[src/rtl/cpu_irq_pres_pkg.sv]
package cpu_irq_pres_pkg;

  localparam int PRIO_W = 8;
  localparam int SRC_W  = 24;
  localparam int REG_W  = PRIO_W + SRC_W;
  localparam logic [PRIO_W-1:0] PRIO_NONE = '1;

  typedef logic [PRIO_W-1:0] prio_t;
  typedef logic [SRC_W-1:0]  src_t;

  typedef enum logic [1:0] {
    OP_SET_CPPR = 2'd0,
    OP_SET_IPI  = 2'd1,
    OP_ACCEPT   = 2'd2,
    OP_EOI      = 2'd3
  } pres_op_e;

  // true when a candidate of priority p cannot get past the current priority
  function automatic logic gate_blocks(input prio_t p, input prio_t cur);
    return p >= cur;
  endfunction

  // true when an occupied pending slot holds something at least as favoured
  function automatic logic slot_holds(input logic busy, input prio_t held, input prio_t p);
    return busy && (held <= p);
  endfunction

  function automatic logic [REG_W-1:0] pack_pending(input prio_t cur, input src_t src);
    return {cur, src};
  endfunction

endpackage

[src/rtl/cpu_irq_req_arbiter.sv]
module cpu_irq_req_arbiter
  import cpu_irq_pres_pkg::*;
(
  input  logic  req_live,
  input  prio_t req_prio,
  input  prio_t cur_prio,
  input  logic  slot_busy,
  input  prio_t slot_prio,
  output logic  take,
  output logic  self_reject,
  output logic  bump_old
);
  logic lose;

  always_comb begin
    lose        = gate_blocks(req_prio, cur_prio) || slot_holds(slot_busy, slot_prio, req_prio);
    self_reject = req_live && lose;
    take        = req_live && !lose;
    bump_old    = take && slot_busy;
  end
endmodule

[src/rtl/cpu_irq_ipi_unit.sv]
module cpu_irq_ipi_unit
  import cpu_irq_pres_pkg::*;
(
  input  logic  check_en,
  input  prio_t ipi_prio,
  input  prio_t cur_prio,
  input  logic  slot_busy,
  input  prio_t slot_prio,
  output logic  inject,
  output logic  bump_old
);
  logic below;

  always_comb begin
    below    = !gate_blocks(ipi_prio, cur_prio);
    inject   = check_en && below && !slot_holds(slot_busy, slot_prio, ipi_prio);
    bump_old = inject && slot_busy;
  end
endmodule

[src/rtl/cpu_irq_notify.sv]
module cpu_irq_notify
  import cpu_irq_pres_pkg::*;
(
  input  logic clk,
  input  logic rst_n,
  input  logic rej_set,
  input  src_t rej_id,
  input  logic resend_set,
  input  logic eoi_set,
  input  src_t eoi_id,
  output logic rej_valid,
  output src_t rej_src,
  output logic resend_pulse,
  output logic eoi_valid,
  output src_t eoi_src
);
  always_ff @(posedge clk) begin
    if (!rst_n) begin
      rej_valid    <= 1'b0;
      rej_src      <= '0;
      resend_pulse <= 1'b0;
      eoi_valid    <= 1'b0;
      eoi_src      <= '0;
    end else begin
      rej_valid    <= rej_set;
      rej_src      <= rej_set ? rej_id : '0;
      resend_pulse <= resend_set;
      eoi_valid    <= eoi_set;
      eoi_src      <= eoi_set ? eoi_id : '0;
    end
  end

  // a reject always names a real source
  assert_reject_named_R2: assert property (@(posedge clk) disable iff (!rst_n)
    rej_valid |-> (rej_src != '0));
endmodule

[src/rtl/cpu_irq_presenter.sv]
module cpu_irq_presenter
  import cpu_irq_pres_pkg::*;
#(
  parameter logic [23:0] IPI_SRC = 24'd2
) (
  input  logic        clk,
  input  logic        rst_n,
  input  logic        req_valid,
  input  logic [23:0] req_src,
  input  logic [7:0]  req_prio,
  input  logic        cmd_valid,
  input  logic [1:0]  cmd_op,
  input  logic [31:0] cmd_data,
  output logic [31:0] acc_data,
  output logic        irq_out,
  output logic        rej_valid,
  output logic [23:0] rej_src,
  output logic        resend_pulse,
  output logic        eoi_valid,
  output logic [23:0] eoi_src
);
  localparam int CPPR_LO = SRC_W;

  prio_t cppr_q, pend_q, mfrr_q;
  src_t  xisr_q;
  logic  irq_q;

  prio_t cppr_n, pend_n, mfrr_n;
  src_t  xisr_n;
  logic  irq_n;

  pres_op_e op;
  logic  slot_busy, req_live;
  logic  is_accept, is_cppr, is_ipi, is_eoi;
  prio_t cmd_prio, cppr_after, ipi_sel;
  logic  cppr_drop, resend_evt, ipi_en;
  logic  arb_take, arb_self, arb_bump;
  logic  ipi_inject, ipi_bump;
  logic  rej_set;
  src_t  rej_id;

  assign op        = pres_op_e'(cmd_op);
  assign slot_busy = (xisr_q != '0);
  assign req_live  = req_valid && !cmd_valid && (req_src != '0);
  assign is_accept = cmd_valid && (op == OP_ACCEPT);
  assign is_cppr   = cmd_valid && (op == OP_SET_CPPR);
  assign is_ipi    = cmd_valid && (op == OP_SET_IPI);
  assign is_eoi    = cmd_valid && (op == OP_EOI);
  assign cmd_prio  = cmd_data[PRIO_W-1:0];

  always_comb begin
    cppr_after = cppr_q;
    if (is_cppr) cppr_after = cmd_prio;
    else if (is_eoi) cppr_after = cmd_data[REG_W-1:CPPR_LO];
  end

  // lowering the priority onto or below the pending one drops it
  assign cppr_drop  = is_cppr && (cmd_prio < cppr_q) && slot_busy && (cmd_prio <= pend_q);
  // resend occurs when nothing is pending after a raise or an end-of-interrupt
  assign resend_evt = !slot_busy && ((is_cppr && (cmd_prio >= cppr_q)) || is_eoi);
  assign ipi_en     = is_ipi || resend_evt;
  assign ipi_sel    = is_ipi ? cmd_prio : mfrr_q;

  cpu_irq_req_arbiter u_arb (
    .req_live    (req_live),
    .req_prio    (req_prio),
    .cur_prio    (cppr_q),
    .slot_busy   (slot_busy),
    .slot_prio   (pend_q),
    .take        (arb_take),
    .self_reject (arb_self),
    .bump_old    (arb_bump)
  );

  cpu_irq_ipi_unit u_ipi (
    .check_en  (ipi_en),
    .ipi_prio  (ipi_sel),
    .cur_prio  (cppr_after),
    .slot_busy (slot_busy),
    .slot_prio (pend_q),
    .inject    (ipi_inject),
    .bump_old  (ipi_bump)
  );

  always_comb begin
    cppr_n = cppr_q;
    pend_n = pend_q;
    mfrr_n = mfrr_q;
    xisr_n = xisr_q;
    irq_n  = irq_q;
    if (is_accept) begin
      cppr_n = pend_q;
      pend_n = PRIO_NONE;
      xisr_n = '0;
      irq_n  = 1'b0;
    end else if (cmd_valid) begin
      cppr_n = cppr_after;
      if (is_ipi) mfrr_n = cmd_prio;
      if (cppr_drop) begin
        xisr_n = '0;
        pend_n = PRIO_NONE;
        irq_n  = 1'b0;
      end
      if (ipi_inject) begin
        xisr_n = IPI_SRC;
        pend_n = ipi_sel;
        irq_n  = 1'b1;
      end
    end else if (arb_take) begin
      xisr_n = req_src;
      pend_n = req_prio;
      irq_n  = 1'b1;
    end
  end

  assign rej_set = cppr_drop || ipi_bump || arb_self || arb_bump;
  assign rej_id  = arb_self ? req_src : xisr_q;

  always_ff @(posedge clk) begin
    if (!rst_n) begin
      cppr_q <= '0;
      xisr_q <= '0;
      pend_q <= PRIO_NONE;
      mfrr_q <= PRIO_NONE;
      irq_q  <= 1'b0;
    end else begin
      cppr_q <= cppr_n;
      xisr_q <= xisr_n;
      pend_q <= pend_n;
      mfrr_q <= mfrr_n;
      irq_q  <= irq_n;
    end
  end

  cpu_irq_notify u_notify (
    .clk          (clk),
    .rst_n        (rst_n),
    .rej_set      (rej_set),
    .rej_id       (rej_id),
    .resend_set   (resend_evt),
    .eoi_set      (is_eoi),
    .eoi_id       (cmd_data[SRC_W-1:0]),
    .rej_valid    (rej_valid),
    .rej_src      (rej_src),
    .resend_pulse (resend_pulse),
    .eoi_valid    (eoi_valid),
    .eoi_src      (eoi_src)
  );

  assign acc_data = pack_pending(cppr_q, xisr_q);
  assign irq_out  = irq_q;

  assert_line_follows_slot_R10: assert property (@(posedge clk) disable iff (!rst_n)
    irq_q == (xisr_q != '0));

  assert_accept_empties_R5: assert property (@(posedge clk) disable iff (!rst_n)
    is_accept |=> (!irq_out && (xisr_q == '0) && (pend_q == PRIO_NONE) && (cppr_q == $past(pend_q))));

  assert_take_latches_R4: assert property (@(posedge clk) disable iff (!rst_n)
    arb_take |=> (irq_out && (xisr_q == $past(req_src)) && (pend_q == $past(req_prio))));

  assert_ipi_lands_R6: assert property (@(posedge clk) disable iff (!rst_n)
    ipi_inject |=> (irq_out && (xisr_q == IPI_SRC)));

  assert_drop_rejects_R7: assert property (@(posedge clk) disable iff (!rst_n)
    cppr_drop |=> (!irq_out && rej_valid && (rej_src == $past(xisr_q))));

  assert_eoi_forwarded_R9: assert property (@(posedge clk) disable iff (!rst_n)
    is_eoi |=> (eoi_valid && (eoi_src == $past(cmd_data[SRC_W-1:0]))));

  assert_null_source_ignored_R11: assert property (@(posedge clk) disable iff (!rst_n)
    (req_valid && !cmd_valid && (req_src == '0)) |=> ($stable(xisr_q) && !rej_valid));
endmodule

[config.mk]
export PLATFORM = sky130hd
export DESIGN_NAME = cpu_irq_presenter
export DESIGN_NICKNAME = d
export VERILOG_FILES = /design/src/rtl/cpu_irq_pres_pkg.sv /design/src/rtl/cpu_irq_req_arbiter.sv /design/src/rtl/cpu_irq_ipi_unit.sv /design/src/rtl/cpu_irq_notify.sv /design/src/rtl/cpu_irq_presenter.sv
export SDC_FILE = /design/constraint.sdc
export NUM_CORES = 1
export LEC_CHECK = 0
export CORE_MARGIN = 4
export CORE_UTILIZATION = 48
export DETAILED_ROUTE_END_ITERATION = 8
export PLACE_DENSITY = 0.88
export REMOVE_ABC_BUFFERS = 1
export SYNTH_ARGS = -nofsm -noshare
export SYNTH_HDL_FRONTEND = slang
export SYNTH_HIERARCHICAL = 1
export SYNTH_SLANG_ARGS = --single-unit
[constraint.sdc]
create_clock -name clk -period 5.1 [get_ports clk]
set_clock_uncertainty 0.05 [all_clocks]
set_input_delay 1.02 -clock clk [delete_from_list [all_inputs] [get_ports clk]]
set_output_delay 1.02 -clock clk [all_outputs]
set_load 0.05 [all_outputs]
==> reports/qor.yml, run 1 <==
nNetsFinal: 821
cts_tree: "done"
drc: 0
ys_seq_elements: 100
ir_drop_v: 0.0001450
grt_max_degree: 70
cpMostUsedCell: "a21oi_1"
worstPathMaxFanout: 9
path_class: "in -> reg"
netlist_area_sq_mm: 0.005170
die_w_microns: 111.8
crit_cells: 14
p_per_area_mw_per_mm2: 268.0
num_antenna_cells: 0
cts_root_buf: "clkbuf_8"
grtUsageTotal_pct: 24.73
cts_inserted_buffers: 9
fp-row-count: 37
rsz0062_at_grt: "no"
ys_warn_count: 6
initialDrtViolationCount: 358
maxClockFrequency_mhz: 226.8
crit_buf_inv: 3
min_path_type: "reg -> reg"
cp_slowest_stage_delay_ns: 0.62
leakage_nw: 3.157
synth.distinct_cells: 50
status: "finished clean"
crit_chain: "clkdlybuf4s50_1 -> and3_1 -> mux2i_1 -> inv_1 -> inv_1 -> ha_1 -> a21oi_1 -> o21ai_0 -> o22ai_1 -> a21oi_1 -> nand2_1 -> nand2_1 -> a21oi_1 -> o211ai_1"
setup_viol_count_final: 0
fin_crit_sh_pct: 86.45
overflow: 0
vias_per_cell: 5.777
wl_microns: 15660
wl_per_cell_microns: 18.56
hold_viol: 0
ys_async_sr_fraction_pct: 0
endpoint_kind: "flop"
maxCapViolCount: 0
core_area_sq_mm: 0.01042
start_util_pct: 49.63
post-cts-setup-buffers: 0
ctsHoldBuffers: 0
finalSetupTns_ns: 0
drive_gt1_share_pct: 9.322
fin_util_pct: 67.54
r2r_cells: 16
clkLatencyLatePin_ns: 0.39
clockBufferDepth: 2
worst_pin_slew_ns: 1.049
fp.dieArea_sq_mm: 0.01249
hold_ws_ns: 0.4610
grt_pass1_vias: 4978
cts_sinks: 100
routed-via-count: 4876
path_clk_slew_ns: 0.11
area_growth_pct: 36.08
synth_edf_count: 0
dr.pass1.iters: 4
crit_path_top_delay_cell: "clkdlybuf4s50_1"
dp_hpwl_microns: 12040
cp.required_ns: 5.28
synthCells: 557
antenna_found_initial: 0
min_delay_path_depth: 2
yosysSeqAreaShare_pct: 38.72
ys.flop_type: "dfxtp_1"
cp-start-kind: "input port"
cts_resized: 0
drtAntennaViolNets: 0
slew_viol_final: 0
io_buffer_count: 153
timing.slew.headroom_pct: 30.08
period_needed_ns: 4.409
grt_pass1_wl_microns: 25250
avgSynthCellArea_sq_um: 9.282
crit_arrival_ns: 4.58
dieHeight_microns: 111.8
total_power_mw: 1.885
path_delay_family: "compound AO/OA/AOI/OAI gates"
ioPinCount: 154
gp_congestion: 0.9743
htreeDepth: 3
-- synth_stat cells, drive strengths merged, types with 2 or more instances --
cell type  instances  area share (%)
and2              11             1.3
a211o              2            0.34
ha                48              12
or2                2            0.24
nor3b              3            0.75
o21ai             20             1.9
a211oi             5             1.0
nand2             24             1.7
a22o              23             3.9
mux2i             16             3.1
nor2b              9             1.1
buf               17             1.9
inv               70             5.1
nand4              9             1.1
a21o               2            0.29
a31oi              3            0.36
nand2b             4            0.48
mux2              24             5.2
nand3              9            0.87
clkbuf            10            0.80
nor2              12            0.87
o221ai             7             1.2
o211ai            22             3.2
a21oi             31             3.0
nor4              12             1.5
and3              49             6.1
dfxtp            100              39
nor3               2            0.29
-- cells in the final DEF (no fill, tap or decap), drive strengths merged, types with 2 or more instances in the layout --
cell type,instances
bufinv,2
dfxtp,100
nor2,12
and3,49
nand2b,4
a22o,23
buf,10
o211ai,22
a21o,2
nor3,2
inv,73
ha,48
a21oi,31
nand3,9
o221ai,7
and2,11
a211o,2
or2,2
mux2i,16
nand2,24
clkdlybuf4s50,152
a211oi,5
clkbuf,10
nand4,9
nor3b,3
mux2,24
a31oi,3
nor2b,9
o21ai,20
nor4,12
-- sequential cells by signal, summed over array words and instances (netlist names) --
| name | cells |
|---|---|
| xisr_q | 24 |
| u_notify/eoi_src | 24 |
| irq_out | 1 |
| pend_q | 8 |
| cppr_q | 8 |
| u_notify/resend_pulse | 1 |
| u_notify/rej_valid | 1 |
| mfrr_q | 8 |
| u_notify/eoi_valid | 1 |
| u_notify/rej_src | 24 |
-- where the power goes --
part / switching [mW] / internal, mW / leakage [nW] / total, mW
clock network: 0.293 / 0.283 / 0.113 / 0.576
logic: 0.278 / 0.200 / 2.23 / 0.478
registers: 0.0251 / 0.806 / 0.811 / 0.831
-- worst register-to-register path, stage by stage, from the launching register on --
cell and delay (ns):
dfxtp_1 0.40, inv_1 0.10, ha_1 0.29, nor2b_1 0.13, o211ai_1 0.15, a21oi_1 0.12, o31ai_1 0.27, a21oi_1 0.14
or2_2 0.31, nand2b_1 0.09, a21oi_1 0.05, o21ai_1 0.14, a21oi_1 0.11, nand2_1 0.12, nand2_1 0.09, a21oi_1 0.51
o211ai_1 0.19
-- per-stage QoR --
step	instances	cell area (sq um)	setup WS (ns)
6_report	844	7036	0.6911
5_1_grt	844	7036	0.4313
4_1_cts	844	7036	0.7826
3_5_place_dp	828	6814	0.3241
3_3_place_gp	828	6814	0.5714
2_1_floorplan	530	5031	0.3928
-- worst paths after layout --
check                 start   endpoint  slack [ns]
setup / recovery  cmd_op[0]  pend_q[1]        0.69
hold / removal      irq_out    irq_out        0.46
setup reg to reg  cppr_q[1]  pend_q[1]        1.69
hold reg to reg     irq_out    irq_out        0.46
-- layout make-up --
type,count,area (sq um)
repair buffers,162,1594
multi-input cells,360,2785
well taps,136,170.2
inverters,70,262.8
clock buffers,10,127.6
clock inverters,6,93.84
flip-flops and latches,100,2002
fillers,796,3381
-- metal layers --
metal,wire (microns),track usage (%),up-vias
met3,1220,5.761,45
met2,7564,41.57,240
met1,6345,30.01,2303
li1,-,-,2288
met4,533,11.27,0
met5,0,0,-
-- cell families (layout without fill, tap and decap cells) --
logic type | count (synthesis) | after routing | synth area share, %
flops | 100 | 100 | 38.72
buf+inv | 97 | 248 | 7.768
compound gates | 123 | 123 | 16.58
fa+ha+maj | 48 | 48 | 11.62
mux | 40 | 40 | 8.325
simple gates | 149 | 149 | 16.99
(Power assumes the default switching activity.)
==> run 2, diff against run 1 <==
- CAP_MARGIN: default -> 20
==> results of run 2 <==
Final layout, timing and power as in run 1 (identical DEF).
==> run 3, diff against run 2 <==
- GPL_ROUTABILITY_DRIVEN: default -> 1
==> results of run 3 <==
Final layout, timing and power as in run 1 (identical DEF).
